**config.mk**
```make
export PLATFORM = sky130hd
export DESIGN_NAME = icache_parity_guard
export DESIGN_NICKNAME = d
export VERILOG_FILES = /design/src/rtl/icpar_pkg.sv /design/src/rtl/icpar_datapath.sv /design/src/rtl/icpar_ctrl.sv /design/src/rtl/icache_parity_guard.sv
export SDC_FILE = /design/constraint.sdc
export NUM_CORES = 1
export LEC_CHECK = 0
export ABC_CLOCK_PERIOD_IN_PS = 2750
export BUFFER_PORTS_ARGS = -buffer_cell sky130_fd_sc_hd__buf_2
export CELL_PAD_IN_SITES_DETAIL_PLACEMENT = 1
export CELL_PAD_IN_SITES_GLOBAL_PLACEMENT = 1
export CORE_MARGIN = 1.5
export CORE_UTILIZATION = 30
export CTS_BUF_LIST = sky130_fd_sc_hd__clkbuf_2
export CTS_CLUSTER_DIAMETER = 60
export CTS_CLUSTER_SIZE = 8
export DETAILED_ROUTE_END_ITERATION = 7
export PLACE_DENSITY_LB_ADDON = 0.08
export SETUP_SLACK_MARGIN = 0.15
export SLEW_MARGIN = 25
export SYNTH_ARGS = -nofsm -noshare
export SYNTH_HDL_FRONTEND = slang
export SYNTH_SLANG_ARGS = --single-unit
```
**constraint.sdc**
```tcl
create_clock -name clk -period 2.75 [get_ports clk]
set_input_delay 0.275 -clock clk [delete_from_list [all_inputs] [get_ports clk]]
set_output_delay 0.275 -clock clk [all_outputs]
set_load 0.02 [all_outputs]
```
**src/rtl/icpar_pkg.sv**
```systemverilog
package icpar_pkg;

  typedef struct packed {
    logic capture;   // load the stage register from the read port
    logic loadFetch; // load the fetch output registers
    logic loadErr;   // load the error, invalidate and refetch index registers
  } icparStrobe_t;

  typedef enum logic {
    ST_IDLE = 1'b0,
    ST_WAIT = 1'b1
  } icparState_t;

endpackage

```
**src/rtl/icpar_datapath.sv**
```systemverilog
module icpar_datapath
  import icpar_pkg::*;
#(
  parameter int HALF_W     = 20,
  parameter int TAG_W      = 31,
  parameter int SETS       = 64,
  parameter int WAYS       = 4,
  parameter int DATA_BANKS = 4,
  parameter int TAG_BANKS  = 2,
  parameter int ID_W       = 3
) (
  input  logic                                   clk,
  input  logic                                   rstN,
  input  icparStrobe_t                           strobe,
  input  logic [2*(HALF_W+1)-1:0]                rdData,
  input  logic [TAG_W:0]                         rdTag,
  input  logic [$clog2(SETS)-1:0]                rdSet,
  input  logic [$clog2(WAYS)-1:0]                rdWay,
  input  logic [$clog2(DATA_BANKS)-1:0]          rdDataBank,
  input  logic [(TAG_BANKS>1?$clog2(TAG_BANKS):1)-1:0] rdTagBank,
  output logic                                   dataErr,
  output logic                                   tagErr,
  output logic [2*HALF_W-1:0]                    fetchInsn,
  output logic [TAG_W-1:0]                       fetchTag,
  output logic [ID_W-1:0]                        errRamId,
  output logic                                   errIsTag,
  output logic [$clog2(SETS)-1:0]                invSet,
  output logic [WAYS-1:0]                        invWayMask,
  output logic [$clog2(SETS)-1:0]                refetchSet,
  output logic [$clog2(WAYS)-1:0]                refetchWay
);
  localparam int SEG_W   = HALF_W + 1;
  localparam int DATA_W  = 2 * SEG_W;
  localparam int SET_W   = $clog2(SETS);
  localparam int WAY_W   = $clog2(WAYS);
  localparam int DBANK_W = $clog2(DATA_BANKS);
  localparam int TBANK_W = (TAG_BANKS > 1) ? $clog2(TAG_BANKS) : 1;

  logic [DATA_W-1:0]  stData;
  logic [TAG_W:0]     stTag;
  logic [SET_W-1:0]   stSet;
  logic [WAY_W-1:0]   stWay;
  logic [DBANK_W-1:0] stDataBank;
  logic [TBANK_W-1:0] stTagBank;

  always_ff @(posedge clk or negedge rstN) begin
    if (!rstN) begin
      stData     <= '0;
      stTag      <= '0;
      stSet      <= '0;
      stWay      <= '0;
      stDataBank <= '0;
      stTagBank  <= '0;
    end else if (strobe.capture) begin
      stData     <= rdData;
      stTag      <= rdTag;
      stSet      <= rdSet;
      stWay      <= rdWay;
      stDataBank <= rdDataBank;
      stTagBank  <= rdTagBank;
    end
  end

  // Per-half even parity check; each segment is the half plus its parity bit on top.
  logic [1:0]              segErr;
  logic [2*HALF_W-1:0]     stInsn;
  for (genvar h = 0; h < 2; h++) begin : g_half
    assign segErr[h] = ^stData[h*SEG_W +: SEG_W];
    assign stInsn[h*HALF_W +: HALF_W] = stData[h*SEG_W +: HALF_W];
  end

  assign dataErr = |segErr;
  assign tagErr  = ^stTag;

  // Two-line invalidate mask: the accessed way and its pair.
  logic [WAYS-1:0] pairMask;
  for (genvar w = 0; w < WAYS; w++) begin : g_mask
    assign pairMask[w] = (WAY_W'(w) == stWay) || (WAY_W'(w) == (stWay ^ WAY_W'(1)));
  end

  logic [ID_W-1:0] ramIdNext;
  always_comb begin
    if (tagErr) ramIdNext = ID_W'(DATA_BANKS) + ID_W'(stTagBank);
    else        ramIdNext = ID_W'(stDataBank);
  end

  always_ff @(posedge clk or negedge rstN) begin
    if (!rstN) begin
      fetchInsn <= '0;
      fetchTag  <= '0;
    end else if (strobe.loadFetch) begin
      fetchInsn <= stInsn;
      fetchTag  <= stTag[TAG_W-1:0];
    end
  end

  always_ff @(posedge clk or negedge rstN) begin
    if (!rstN) begin
      errRamId   <= '0;
      errIsTag   <= 1'b0;
      invSet     <= '0;
      invWayMask <= '0;
      refetchSet <= '0;
      refetchWay <= '0;
    end else if (strobe.loadErr) begin
      errRamId   <= ramIdNext;
      errIsTag   <= tagErr;
      invSet     <= stSet;
      invWayMask <= pairMask;
      refetchSet <= stSet;
      refetchWay <= stWay;
    end
  end

endmodule

```
**src/rtl/icpar_ctrl.sv**
```systemverilog
module icpar_ctrl
  import icpar_pkg::*;
(
  input  logic         clk,
  input  logic         rstN,
  input  logic         rdValid,
  input  logic         dataErr,
  input  logic         tagErr,
  input  logic         refetchAck,
  output logic         rdReady,
  output icparStrobe_t strobe,
  output logic         fetchValid,
  output logic         invValid,
  output logic         errValid,
  output logic         refetchReq
);
  icparState_t state;
  logic        stValid;
  logic        stBad;

  assign stBad   = stValid && (dataErr || tagErr);
  assign rdReady = (state == ST_IDLE) && !stBad;

  always_comb begin
    strobe           = '0;
    strobe.capture   = rdValid && rdReady;
    strobe.loadFetch = stValid && !stBad;
    strobe.loadErr   = stBad;
  end

  always_ff @(posedge clk or negedge rstN) begin
    if (!rstN) begin
      state      <= ST_IDLE;
      stValid    <= 1'b0;
      fetchValid <= 1'b0;
      invValid   <= 1'b0;
      errValid   <= 1'b0;
    end else begin
      stValid    <= strobe.capture;
      fetchValid <= strobe.loadFetch;
      invValid   <= stBad;
      errValid   <= stBad;
      case (state)
        ST_IDLE: if (stBad)      state <= ST_WAIT;
        ST_WAIT: if (refetchAck) state <= ST_IDLE;
        default:                 state <= ST_IDLE;
      endcase
    end
  end

  assign refetchReq = (state == ST_WAIT);

endmodule

```
**src/rtl/icache_parity_guard.sv**
```systemverilog
module icache_parity_guard
  import icpar_pkg::*;
#(
  parameter int HALF_W     = 20,
  parameter int TAG_W      = 31,
  parameter int SETS       = 64,
  parameter int WAYS       = 4,
  parameter int DATA_BANKS = 4,
  parameter int TAG_BANKS  = 2,
  parameter int ID_W       = 3
) (
  input  logic                        clk,
  input  logic                        rstN,
  input  logic                        rdValid,
  output logic                        rdReady,
  input  logic [2*(HALF_W+1)-1:0]     rdData,
  input  logic [TAG_W:0]              rdTag,
  input  logic [$clog2(SETS)-1:0]     rdSet,
  input  logic [$clog2(WAYS)-1:0]     rdWay,
  input  logic [$clog2(DATA_BANKS)-1:0] rdDataBank,
  input  logic [(TAG_BANKS>1?$clog2(TAG_BANKS):1)-1:0] rdTagBank,
  output logic                        fetchValid,
  output logic [2*HALF_W-1:0]         fetchInsn,
  output logic [TAG_W-1:0]            fetchTag,
  output logic                        invValid,
  output logic [$clog2(SETS)-1:0]     invSet,
  output logic [WAYS-1:0]             invWayMask,
  output logic                        refetchReq,
  input  logic                        refetchAck,
  output logic [$clog2(SETS)-1:0]     refetchSet,
  output logic [$clog2(WAYS)-1:0]     refetchWay,
  output logic                        errValid,
  output logic [ID_W-1:0]             errRamId,
  output logic                        errIsTag
);
  icparStrobe_t strobe;
  logic         dataErr;
  logic         tagErr;

  icpar_ctrl u_ctrl (
    .clk        (clk),
    .rstN       (rstN),
    .rdValid    (rdValid),
    .dataErr    (dataErr),
    .tagErr     (tagErr),
    .refetchAck (refetchAck),
    .rdReady    (rdReady),
    .strobe     (strobe),
    .fetchValid (fetchValid),
    .invValid   (invValid),
    .errValid   (errValid),
    .refetchReq (refetchReq)
  );

  icpar_datapath #(
    .HALF_W     (HALF_W),
    .TAG_W      (TAG_W),
    .SETS       (SETS),
    .WAYS       (WAYS),
    .DATA_BANKS (DATA_BANKS),
    .TAG_BANKS  (TAG_BANKS),
    .ID_W       (ID_W)
  ) u_dp (
    .clk        (clk),
    .rstN       (rstN),
    .strobe     (strobe),
    .rdData     (rdData),
    .rdTag      (rdTag),
    .rdSet      (rdSet),
    .rdWay      (rdWay),
    .rdDataBank (rdDataBank),
    .rdTagBank  (rdTagBank),
    .dataErr    (dataErr),
    .tagErr     (tagErr),
    .fetchInsn  (fetchInsn),
    .fetchTag   (fetchTag),
    .errRamId   (errRamId),
    .errIsTag   (errIsTag),
    .invSet     (invSet),
    .invWayMask (invWayMask),
    .refetchSet (refetchSet),
    .refetchWay (refetchWay)
  );

endmodule

```
After elaboration in Yosys (flattened, before gate mapping)
Index checks and enable logic that the tools add are counted.
{"block": "word_totals", "register_bits": 176, "input_bits": 89, "output_inout_bits": 98, "word_cells": 46}
{"block": "op_classes", "add_sub_neg": 1, "eq_ne": 6, "n_mux": 4, "bitwise_logic": 2, "reduce_logical": 16}
{"operator": "parity 21 bit", "n": 2}
{"operator": "parity 32 bit", "n": 1}
{"operator": "== test 2 bit (first input constant)", "n": 4}
{"operator": "logical OR 1 bit", "n": 5}
{"operator": "== test 1 x 2 -> 1 bit (first input constant)", "n": 2}
{"operator": "logical AND 1 bit", "n": 4}
{"operator": "zero test 2 bit", "n": 2}
{"operator": "adder 3 x 1 -> 3 bit (first input constant)", "n": 1}
{"operator": "two-way mux 3 bit", "n": 1}
{"operator": "two-way mux 1 bit", "n": 2}
{"operator": "NOT 1 bit", "n": 2}
{"operator": "one-hot mux 1 bit (2 select lines)", "n": 1}
{"operator": "OR reduction 2 bit", "n": 1}
{"operator": "zero test 1 bit", "n": 1}

Depth between registers and ports, before layout
{"block": "logic_depth", "word_depth": 7, "mapped_depth": 10, "ltp_nobuf": 8}

Cells and area by module
From an unflattened synthesis, not the netlist that was laid out.
{"block": "unflattened", "cells_unflattened": 458, "hier_area_um2": 7076.8}
{"module": "icpar_datapath", "n_inst": 1, "cells_per_inst": 446, "area_each_um2": 6915.4, "seq_area_each_um2": 4229.1}
{"module": "icpar_ctrl", "n_inst": 1, "cells_per_inst": 12, "area_each_um2": 161.4, "seq_area_each_um2": 100.1}

Worst setup path after synthesis
No wires, ideal clock.
{"block": "synth_path", "path_type": "flip-flop to flip-flop", "from": "register u_dp.stData[14]", "to": "register u_dp.stData[11]", "setup_time_ns": 0.127, "arrival_time_ns": 2.385, "required_ns": 2.623, "slack_ns": 0.237, "path_stages_with_launch": 11, "path_buffers": 3, "synth_period_minus_slack_ns": 2.513, "path_cell_list": "dfrtp_1 xor2_1 xnor2_1 xnor2_1 xnor3_1 and2_1 buf_2 a31oi_4 buf_6 buf_8 mux2_1"}
{"block": "synth_via", "elab_chain_len": 7}
{"item": "from (decl)", "line_no": "icpar_datapath.sv:39", "source": "logic [DATA_W-1:0] stData;"}
{"item": "from (signal assigned)", "line_no": "icpar_datapath.sv:55", "source": "stData <= rdData;"}
{"item": "parity 21 bit", "line_no": "icpar_datapath.sv:68", "source": "assign segErr[h] = ^stData[h*SEG_W +: SEG_W];"}
{"item": "OR reduction 2 bit", "line_no": "icpar_datapath.sv:72", "source": "assign dataErr = |segErr;"}
{"item": "logical OR 1 bit", "line_no": "icpar_ctrl.sv:21", "source": "assign stBad = stValid && (dataErr || tagErr);"}
{"item": "logical AND 1 bit", "line_no": "icpar_ctrl.sv:21"}
{"item": "zero test 1 bit", "line_no": "icpar_ctrl.sv:22", "source": "assign rdReady = (state == ST_IDLE) && !stBad;"}
{"item": "logical AND 1 bit", "line_no": "icpar_ctrl.sv:22"}
{"item": "logical AND 1 bit", "line_no": "icpar_ctrl.sv:26", "source": "strobe.capture = rdValid && rdReady;"}
Every way passes these cells.
A chain may end at the register's enable or synchronous reset.

==> metrics.txt <==
drt via density=4.301; WS Path Type=reg -> out; Synth Warn #=0; Period Utilization, post-route=1.121; Setup WS post-layout=-0.3335 ns; post-synth cell types=27; Worst-path clk slew=0.25 ns; Async SR Flop Fraction=1.000; M1 GR Usage=0.1966; highest clock rate=324.3 MHz; EDFF count, synth=0; Worst Path Max Fanout=3; port bufs=186; first-pass GRT wire length=29860 um; r2r endpoint=u_dp.stData[2]; crit path from=u_dp.stData[14]; layout cell share with drive strength beyond 1=0.5746; WL/cell=17.87 um; routed via count=4843; Die ar.=24980 um2; Fill cells=2412; met3 GRT Util=0.03641; total clock sinks=173; synthesized area=7211 um2; Core ar.=23540 um2; Worst-Margin Slew=0.7058 ns; design area=11250 um2; HPWL Detailed=11540 um; CP Capture Type=output pin; RSZ-0062 raised after global routing=yes; num ports=187; Slew Limit Fails=0; gpl congestion=0.6873; global routing's busiest layer=met2; worst hold path type=in -> async; # rows=56; most frequent cells in the layout=184 x buf_2, 173 x dfrtp_1, 161 x mux2_4; post-placement cell area=8513 um2; Rel. slew slack=0.5295; failing checks=negative setup slack; Layout area overhead=56.00%; DRT Wirelength=20120 um; Final Setup Violations=113; Synth Instances=460; First DRT Iteration DRCs=127; CTS tree=yes; Initial Util=0.3063; number of routed nets with antenna violations=0; Critical Path RT=2.48 ns; startpoint types=flip-flop; Synth Register Bits=173; Synth Net Count=549; CTS Buffer Depth=2; fin cells=1126; Die W=158.0 um; vias in the first global route=5388; run status=complete, but fails checks; Mapped Avg Cell Area=15.68 um2; DP Worst Slack=-0.05068 ns; final worst path period need=3.084 ns; first-pass iteration count of the detailed router=4; pin count of the biggest net entering global routing=72; skew final=0.03904 ns; DIE HEIGHT=158.0 um; CTS root buf=clkbuf_2; FF-to-FF path depth=13; nets=880; total CTS buffers=17; DRC errors left=0; Worst R2R Start=u_dp.stData[14]; Max Cap Viol=0; GRT overflow=0; H-tree levels=4; commonest non-fill, non-tap cell in the layout=buf_2; Primary FF master, synth=dfrtp_1; worst skew pair latency=0.73 ns; CP arrival=2.81 ns; register area share after synthesis=0.6004; total track usage=0.1602; Final Hold Fails=0; R2R Setup Slk=-0.19 ns; initial antenna violation count=1; dpl cells=953; met2 Track Usage GR=0.2794
## critical path, stage by stage, from the launching register on
cell and delay [ns]:
dfrtp_1 0.46, xor2_1 0.18, xnor2_1 0.23, xnor2_1 0.15, xnor3_1 0.43, and2_4 0.18, a21o_1 0.22, clkinv_4 0.07
nor2_4 0.03, buf_6 0.13
## synthesized netlist by cell type, types with 2 or more instances
cell,number,area [um2]
nand3_1,3,15.01
xor2_1,12,105.1
inv_1,4,15.01
mux2_2,126,1419
mux2_1,39,439.2
mux2i_1,2,20.02
nand2_1,2,7.510
xnor3_1,2,45.04
o21ai_0,2,10.01
nor2_1,2,7.510
buf_4,15,112.6
buf_2,8,40.04
dfrtp_1,173,4329
buf_8,4,60.06
xnor2_1,54,473.0
## logic make-up (layout without fill, tap and decap cells)
family | after synthesis | after routing | synth area share
buf+inv | 33 | 377 | 0.03366
other cells | 0 | 3 | 0
mux | 167 | 167 | 0.2605
xor+xnor | 69 | 69 | 0.08867
flops | 173 | 173 | 0.6004
compound gates | 6 | 6 | 0.007809
simple gates | 12 | 12 | 0.009026
## cell type report
class                   count  area, um2  share of cell area
inverters                   5      23.77            0.002113
diodes                      3      7.507           0.0006674
clock inverters            14      140.1             0.01246
well taps                 319      399.1             0.03548
flip-flops and latches    173       4329              0.3849
clock buffers              18      90.09            0.008009
repair buffers            340       2938              0.2612
multi-input cells         254       3321              0.2952
## worst max-delay path by stage
stage / end / depth (start not counted)
final: rdReady / 9
after global routing: rdReady / 9
after CTS: rdReady / 9
after detailed placement: u_dp.stTagBank / 8
after global placement: u_dp.stTag[8] / 8
after floorplan: u_dp.stData[11] / 10
## sequential cells by signal, indices dropped and copies added (netlist names)
register,count
u_dp.stWay,2
u_dp.stDataBank,2
u_dp.refetchWay,2
u_ctrl.stValid,1
u_dp.fetchInsn,40
u_dp.invSet,6
u_dp.errRamId,2
u_dp.stSet,6
u_dp.stData,42
u_dp.errIsTag,1
u_dp.invWayMask,2
u_dp.fetchTag,31
u_dp.stTagBank,1
u_dp.stTag,32
u_ctrl.refetchReq,1
u_ctrl.fetchValid,1
u_ctrl.invValid,1
## metal layers
metal | share of wire | vias to the layer above | wire, um
met1 | 0.44 | 2479 | 8812
li1 | - | 2236 | -
met3 | 0.043 | 14 | 869
met5 | 0 | - | 0
met2 | 0.51 | 114 | 10230
met4 | 0.010 | 0 | 211
## per-stage QoR
step | hold slack (ns) | setup TNS, ns | utilization
finish | 0.09651 | -10.50 | 0.4778
global placement | 0.3486 | -1.007 | 0.3616
global route | 0.04044 | -24.57 | 0.4778
CTS | 0.004363 | -14.51 | 0.4467
detailed placement | 0.3503 | -2.240 | 0.3616
floorplan | -0.02059 | 0 | -
## timing repair
action / 4_1_cts / 5_1_grt
resized for setup: 60 / 165
pin swaps: 8 / 11
hold buffers: 87 / 0
buffers inserted: 19 / 16
hold endpoints to repair: 227 / 0
gates cloned: 16 / 1
endpoints found under the setup margin: 143 / 163
Power is left out: the tool's default activity adds up to more than one toggle a clock period on the data nets, which glitch-free logic cannot reach.
